**src/rtl/dual_intc_pkg.sv**
```systemverilog
package dual_intc_pkg;

    localparam int unsigned DEF_NSRC = 32;
    localparam int unsigned DEF_AW   = 6;
    localparam int unsigned IDX_W    = 8;

    // Register word kinds; numeric word positions are fixed by decode_word.
    typedef enum logic [3:0] {
        WD_IRQ_PEND,
        WD_RAW_I,
        WD_IRQ_ENA,
        WD_IRQ_DIS,
        WD_SWI_SET,
        WD_SWI_CLR,
        WD_FIQ_PEND,
        WD_RAW_F,
        WD_FIQ_ENA,
        WD_FIQ_DIS,
        WD_NONE
    } word_e;

    typedef struct packed {
        logic irq_set;
        logic irq_clr;
        logic fiq_set;
        logic fiq_clr;
        logic swi_set;
        logic swi_clr;
    } wr_strobe_t;

    function automatic word_e decode_word(input logic [IDX_W-1:0] w);
        word_e k;
        case (w)
            8'd0:    k = WD_IRQ_PEND;
            8'd1:    k = WD_RAW_I;
            8'd2:    k = WD_IRQ_ENA;
            8'd3:    k = WD_IRQ_DIS;
            8'd4:    k = WD_SWI_SET;
            8'd5:    k = WD_SWI_CLR;
            8'd8:    k = WD_FIQ_PEND;
            8'd9:    k = WD_RAW_F;
            8'd10:   k = WD_FIQ_ENA;
            8'd11:   k = WD_FIQ_DIS;
            default: k = WD_NONE;
        endcase
        return k;
    endfunction

    function automatic wr_strobe_t make_strobes(input logic we, input word_e k,
                                                input logic bit0);
        wr_strobe_t s;
        s.irq_set = we && (k == WD_IRQ_ENA);
        s.irq_clr = we && (k == WD_IRQ_DIS);
        s.fiq_set = we && (k == WD_FIQ_ENA);
        s.fiq_clr = we && (k == WD_FIQ_DIS);
        s.swi_set = we && (k == WD_SWI_SET) && bit0;
        s.swi_clr = we && (k == WD_SWI_CLR) && bit0;
        return s;
    endfunction

    function automatic logic is_write_only(input word_e k);
        return (k == WD_IRQ_DIS) || (k == WD_SWI_CLR) ||
               (k == WD_FIQ_DIS) || (k == WD_NONE);
    endfunction

    function automatic logic is_status(input word_e k);
        return (k == WD_IRQ_PEND) || (k == WD_RAW_I) ||
               (k == WD_FIQ_PEND) || (k == WD_RAW_F);
    endfunction

endpackage

```
**src/rtl/intc_enable_reg.sv**
```systemverilog
module intc_enable_reg #(
    parameter int unsigned NSRC = dual_intc_pkg::DEF_NSRC
) (
    input  logic            clk,
    input  logic            rst,
    input  logic            set_stb,
    input  logic            clr_stb,
    input  logic [NSRC-1:0] wdata,
    output logic [NSRC-1:0] mask_q
);

    always_ff @(posedge clk) begin
        if (rst) begin
            mask_q <= '0;
        end else if (set_stb) begin
            mask_q <= mask_q | wdata;
        end else if (clr_stb) begin
            mask_q <= mask_q & ~wdata;
        end
    end

    // set bits stick, other bits keep their value
    p_set_bits_r3: assert property (@(posedge clk) disable iff (rst)
        set_stb |=> (((mask_q & $past(wdata)) == $past(wdata)) &&
                     ((mask_q & ~$past(wdata)) == ($past(mask_q) & ~$past(wdata)))));

    // clear bits drop, other bits keep their value
    p_clr_bits_r4: assert property (@(posedge clk) disable iff (rst)
        clr_stb |=> (((mask_q & $past(wdata)) == '0) &&
                     ((mask_q & ~$past(wdata)) == ($past(mask_q) & ~$past(wdata)))));

    // no strobe, no change
    p_hold_r9: assert property (@(posedge clk) disable iff (rst)
        (!set_stb && !clr_stb) |=> $stable(mask_q));

endmodule

```
**src/rtl/intc_swi_latch.sv**
```systemverilog
module intc_swi_latch (
    input  logic clk,
    input  logic rst,
    input  logic set_stb,
    input  logic clr_stb,
    output logic swi_q
);

    always_ff @(posedge clk) begin
        if (rst) begin
            swi_q <= 1'b0;
        end else if (set_stb) begin
            swi_q <= 1'b1;
        end else if (clr_stb) begin
            swi_q <= 1'b0;
        end
    end

    p_swi_set_r5: assert property (@(posedge clk) disable iff (rst)
        set_stb |=> swi_q);

    p_swi_clr_r5: assert property (@(posedge clk) disable iff (rst)
        clr_stb |=> !swi_q);

    p_swi_hold_r5: assert property (@(posedge clk) disable iff (rst)
        (!set_stb && !clr_stb) |=> $stable(swi_q));

endmodule

```
**src/rtl/intc_read_mux.sv**
```systemverilog
module intc_read_mux #(
    parameter int unsigned NSRC = dual_intc_pkg::DEF_NSRC
) (
    input  dual_intc_pkg::word_e sel,
    input  logic [NSRC-1:0]      raw,
    input  logic [NSRC-1:0]      irq_en,
    input  logic [NSRC-1:0]      fiq_en,
    output logic [NSRC-1:0]      rdata
);
    import dual_intc_pkg::*;

    always_comb begin
        rdata = '0;
        unique case (sel)
            WD_IRQ_PEND: rdata = raw & irq_en;
            WD_RAW_I,
            WD_RAW_F:    rdata = raw;
            WD_IRQ_ENA:  rdata = irq_en;
            WD_SWI_SET:  rdata[0] = raw[0];
            WD_FIQ_PEND: rdata = raw & fiq_en;
            WD_FIQ_ENA:  rdata = fiq_en;
            default:     rdata = '0;
        endcase
    end

endmodule

```
**src/rtl/dual_intc.sv**
```systemverilog
module dual_intc #(
    parameter int unsigned NSRC = dual_intc_pkg::DEF_NSRC,
    parameter int unsigned AW   = dual_intc_pkg::DEF_AW
) (
    input  logic            clk,
    input  logic            rst,
    input  logic [NSRC-1:0] src_in,
    input  logic            bus_we,
    input  logic [AW-1:0]   bus_addr,
    input  logic [NSRC-1:0] bus_wdata,
    output logic [NSRC-1:0] bus_rdata,
    output logic            irq_out,
    output logic            fiq_out
);
    import dual_intc_pkg::*;

    localparam int unsigned NBANK  = 2;
    localparam int unsigned B_IRQ  = 0;
    localparam int unsigned B_FIQ  = 1;

    logic [IDX_W-1:0] word_idx;
    word_e            wsel;
    wr_strobe_t       stb;
    logic [NBANK-1:0] set_v;
    logic [NBANK-1:0] clr_v;
    logic [NSRC-1:0]  en_q [NBANK];
    logic             swi_q;
    logic [NSRC-1:0]  raw;

    assign word_idx = IDX_W'(bus_addr);
    assign wsel     = decode_word(word_idx);
    assign stb      = make_strobes(bus_we, wsel, bus_wdata[0]);

    assign set_v[B_IRQ] = stb.irq_set;
    assign clr_v[B_IRQ] = stb.irq_clr;
    assign set_v[B_FIQ] = stb.fiq_set;
    assign clr_v[B_FIQ] = stb.fiq_clr;

    for (genvar g = 0; g < NBANK; g++) begin : g_bank
        intc_enable_reg #(.NSRC(NSRC)) u_en (
            .clk     (clk),
            .rst     (rst),
            .set_stb (set_v[g]),
            .clr_stb (clr_v[g]),
            .wdata   (bus_wdata),
            .mask_q  (en_q[g])
        );
    end

    intc_swi_latch u_swi (
        .clk     (clk),
        .rst     (rst),
        .set_stb (stb.swi_set),
        .clr_stb (stb.swi_clr),
        .swi_q   (swi_q)
    );

    always_comb begin
        raw    = src_in;
        raw[0] = src_in[0] | swi_q;
    end

    assign irq_out = |(raw & en_q[B_IRQ]);
    assign fiq_out = |(raw & en_q[B_FIQ]);

    intc_read_mux #(.NSRC(NSRC)) u_rd (
        .sel    (wsel),
        .raw    (raw),
        .irq_en (en_q[B_IRQ]),
        .fiq_en (en_q[B_FIQ]),
        .rdata  (bus_rdata)
    );

    // the normal line agrees with the masked status read port
    p_irq_matches_status_r6: assert property (@(posedge clk) disable iff (rst)
        (bus_addr == AW'(0)) |-> ((bus_rdata != '0) == irq_out));

    // the fast line agrees with the masked status read port
    p_fiq_matches_status_r7: assert property (@(posedge clk) disable iff (rst)
        (bus_addr == AW'(8)) |-> ((bus_rdata != '0) == fiq_out));

    // raw read port tracks the upper source inputs
    p_raw_tracks_r1: assert property (@(posedge clk) disable iff (rst)
        (bus_addr == AW'(1)) |-> (bus_rdata[NSRC-1:1] == src_in[NSRC-1:1]));

    // write-only and undefined words read zero
    p_undef_zero_r8: assert property (@(posedge clk) disable iff (rst)
        is_write_only(wsel) |-> (bus_rdata == '0));

    // status-word writes leave all state alone
    p_status_write_ignored_r9: assert property (@(posedge clk) disable iff (rst)
        (bus_we && is_status(wsel)) |=>
            ($stable(en_q[B_IRQ]) && $stable(en_q[B_FIQ]) && $stable(swi_q)));

    // a write to one bank's words leaves the other bank alone
    p_bank_isolation_r11: assert property (@(posedge clk) disable iff (rst)
        (stb.irq_set || stb.irq_clr) |=> $stable(en_q[B_FIQ]));

    // after a reset edge both outputs are low
    p_reset_quiet_r10: assert property (@(posedge clk)
        rst |=> (!irq_out && !fiq_out));

endmodule

```
**config.mk**
```make
export PLATFORM = sky130hd
export DESIGN_NAME = dual_intc
export DESIGN_NICKNAME = d
export VERILOG_FILES = /design/src/rtl/dual_intc_pkg.sv /design/src/rtl/intc_enable_reg.sv /design/src/rtl/intc_swi_latch.sv /design/src/rtl/intc_read_mux.sv /design/src/rtl/dual_intc.sv
export SDC_FILE = /design/constraint.sdc
export NUM_CORES = 1
export LEC_CHECK = 0
export BUFFER_PORTS_ARGS = -buffer_cell sky130_fd_sc_hd__buf_2
export CORE_ASPECT_RATIO = 0.7
export CORE_MARGIN = 5
export CORE_UTILIZATION = 57
export CTS_CLUSTER_DIAMETER = 60
export DETAILED_ROUTE_END_ITERATION = 8
export GPL_ROUTABILITY_DRIVEN = 0
export PLACE_DENSITY = 0.86
export SLEW_MARGIN = 20
export SYNTH_ARGS = -nofsm -noshare
export SYNTH_HDL_FRONTEND = slang
export SYNTH_SLANG_ARGS = --single-unit
export TNS_END_PERCENT = 50
```
**constraint.sdc**
```tcl
create_clock -name clk -period 3.3 [get_ports clk]
set_clock_uncertainty 0.15 [all_clocks]
set_input_delay 0.33 -clock clk [delete_from_list [all_inputs] [get_ports clk]]
set_output_delay 0.33 -clock clk [all_outputs]
set_load 0.005 [all_outputs]
```
==> flow_summary_export.csv <==
group,metric,value,unit
finish,final_layout_size_suffix_gt1_frac,0.281,
routing,vias_per_cell,6.21,
critical_path,cp.buffers_inverters,3,
logic_synthesis,synth_top_area_share,0.326,
power_and_ir_drop,vdd_drop_max,192,µV
timing,finalMaxSlewViolations,0,
clocking,numCtsBuffers,9,
timing,slew_headroom,0.540,
floorplan,ios,107,
routing,wirelength,12600,µm
critical_path,critical_path.cell_chain,"buf_2 -> buf_4 -> mux2i_1 -> nor2_2 -> o21ai_1 -> nand2_1 -> buf_2",
floorplan,initial_utilization,0.588,
critical_path,crit_family,"buffers and inverters",
finish,antenna_cells,0,
clocking,cts_buffer_depth,2,
critical_path,slowest_stage,"buf_2",
logic_synthesis,seq_area_frac_synth,0.326,
placed_design,dpl.hpwl,9020,µm
routing,vias,4188,
routing,drt_first_pass_iters,5,
grt,grt_pass1_vias,3879,
clocking,path_clk_slew,0.07,ns
floorplan,die_w,110,µm
timing,fin_setup_tns,0,ns
power_and_ir_drop,power_leakage,2.11,nW
finish,nNetsFinal,649,
floorplan,rows,25,
routing,drt_iter0_markers,444,
routing,antenna_left,0,
timing,fin_crit_sh,0.734,
grt,antenna_found_initial,0,
logic_synthesis,synthArstFlopShare,0,
floorplan,die_area,0.00880,mm²
logic_synthesis,syn_area_per_cell,8.17,µm²
critical_path,startpoint_type,"input pin",
clocking,htree_levels,3,
logic_synthesis,synth_cells,488,
logic_synthesis,synthTopCellsByArea,"dfxtp_1 (33%), mux2i_1 (16%), nand2_1 (9.3%)",
grt,grtUsageTotal,0.284,
run_status,outcome,"finished clean",
clocking,cts_tree,"built",
timing,finalCriticalPeriod,2.42,ns
clocking,cts_hold_buffers,0,
timing,worstMarginPinSlew,0.689,ns
critical_path,cp_common_cell,"buf_2",
placed_design,port_buffers,106,
power_and_ir_drop,power_density,359,mW/mm²
clocking,cts_setup_buffers,0,
logic_synthesis,synth.most_common_cell,"nand2_1",
critical_path,worstPathMaxFanout,26,
logic_synthesis,synth_fp_nets,561,
grt,grt_pass1_wl,19400,µm
logic_synthesis,netlist-cell-type-count,31,
clocking,cts_root_buf,"clkbuf_8",
routing,wl_per_cell,18.7,µm
routing,drc,0,
timing,final-setup-viol-count,0,
logic_synthesis,synth_seq_cells,65,
critical_path,reg2reg_depth,2,
run,cap_violations,0,
finish,fin_util,0.687,
floorplan,coreArea,0.00679,mm²
logic_synthesis,yosysTopAreaCell,"dfxtp_1",
floorplan,die_h,80.0,µm
timing,rsz0062_at_grt,"false",
clocking,worstSkewPairLatency,0.35,ns
timing,hold_violations,0,
hold_path,hp-class,"input pin to flip-flop",
logic_synthesis,ys_top_cells_by_count,"nand2_1 (99), dfxtp_1 (65), mux2i_1 (64), nand2b_1 (34)",
clocking,cts_resized,0,
clocking,cts_sinks,65,
grt,gr-total-overflow,0,
timing,max_freq,0.413,GHz
critical_path,path_class,"input pin to primary output",
finish,area_growth,16.9,%
logic_synthesis,synth-main-ff-cell,"dfxtp_1",
critical_path,worstPathRequired,2.82,ns
critical_path,arrival,1.94,ns
critical_path,max_stage_delay,0.53,ns
logic_synthesis,yosysWarnings,0,
critical_path,worst-path-stages,7,
critical_path,end_kind,"primary output",
logic_synthesis,netlist_area,0.00399,mm²
grt,grt_max_degree,66,
hold_path,whs_path_depth,2,
logic_synthesis,synth_edf_count,0,
area by class of cell:
type	count	area, µm²
multi-input combinational	383	2430
fill	563	2130
tap	94	118
timing repair buffer	117	613
clock inverter	3	40.0
sequential	65	1300
clock buffer	12	155
per-stage QoR:
step / cells / hold WS (ns) / power, W / setup slack, ns / cell area, µm²
global placement: 659 / 0.324 / 0.000992 / 0.930 / 4470
detailed placement: 659 / 0.338 / 0.000995 / 0.889 / 4470
CTS: 674 / 0.0327 / 0.00167 / 0.909 / 4660
finish: 674 / 0.0418 / 0.00167 / 0.877 / 4660
global route: 674 / 0.0468 / 0.00172 / 0.774 / 4660
floorplan: 488 / 0.290 / 0.000900 / 1.43 / 3990
worst paths after layout:
path | start | endpoint | slack (ns)
min reg2reg | flip-flop | flip-flop | 0.35
max reg2reg | flip-flop | flip-flop | 2.33
min | bus_wdata[26] | flip-flop | 0.04
max | bus_addr[3] | bus_rdata[25] | 0.88
metal layers:
metal	global-route usage	up-vias	share of wire
li1	-	1947	-
met1	0.372	1940	0.41
met2	0.453	272	0.46
met3	0.0695	29	0.11
met4	0.0971	0	0.018
met5	0	-	0
power breakdown:
part / internal, W / switching, W / leakage [nW] / total [W]
combinational: 0.0000727 / 0.000117 / 1.48 / 0.000190
clock: 0.000384 / 0.000308 / 0.102 / 0.000691
sequential: 0.000789 / 0.00000464 / 0.524 / 0.000794
total: 0.00125 / 0.000429 / 2.11 / 0.00167
layout by cell type, fill, tap and decap left out, drive strengths merged, types with 2 or more instances in the layout:
| cell | instances |
|---|---|
| buf | 117 |
| nand2 | 99 |
| dfxtp | 65 |
| mux2i | 64 |
| o21ai | 35 |
| nand2b | 34 |
| nor2 | 34 |
| a21oi | 32 |
| a311oi | 32 |
| a22oi | 28 |
| clkbuf | 12 |
| nand4 | 7 |
| nor4 | 3 |
| a222oi | 2 |
| nand3 | 2 |
| and3 | 2 |
| clkinv | 2 |
logic make-up (layout without fill, tap and decap cells):
family | after synthesis | after routing | share of synthesized area
mux | 64 | 64 | 0.161
buf+inv | 40 | 132 | 0.0652
flops | 65 | 65 | 0.326
compound gates | 133 | 133 | 0.220
simple gates | 186 | 186 | 0.228
Power figures use the tool's default switching activity.
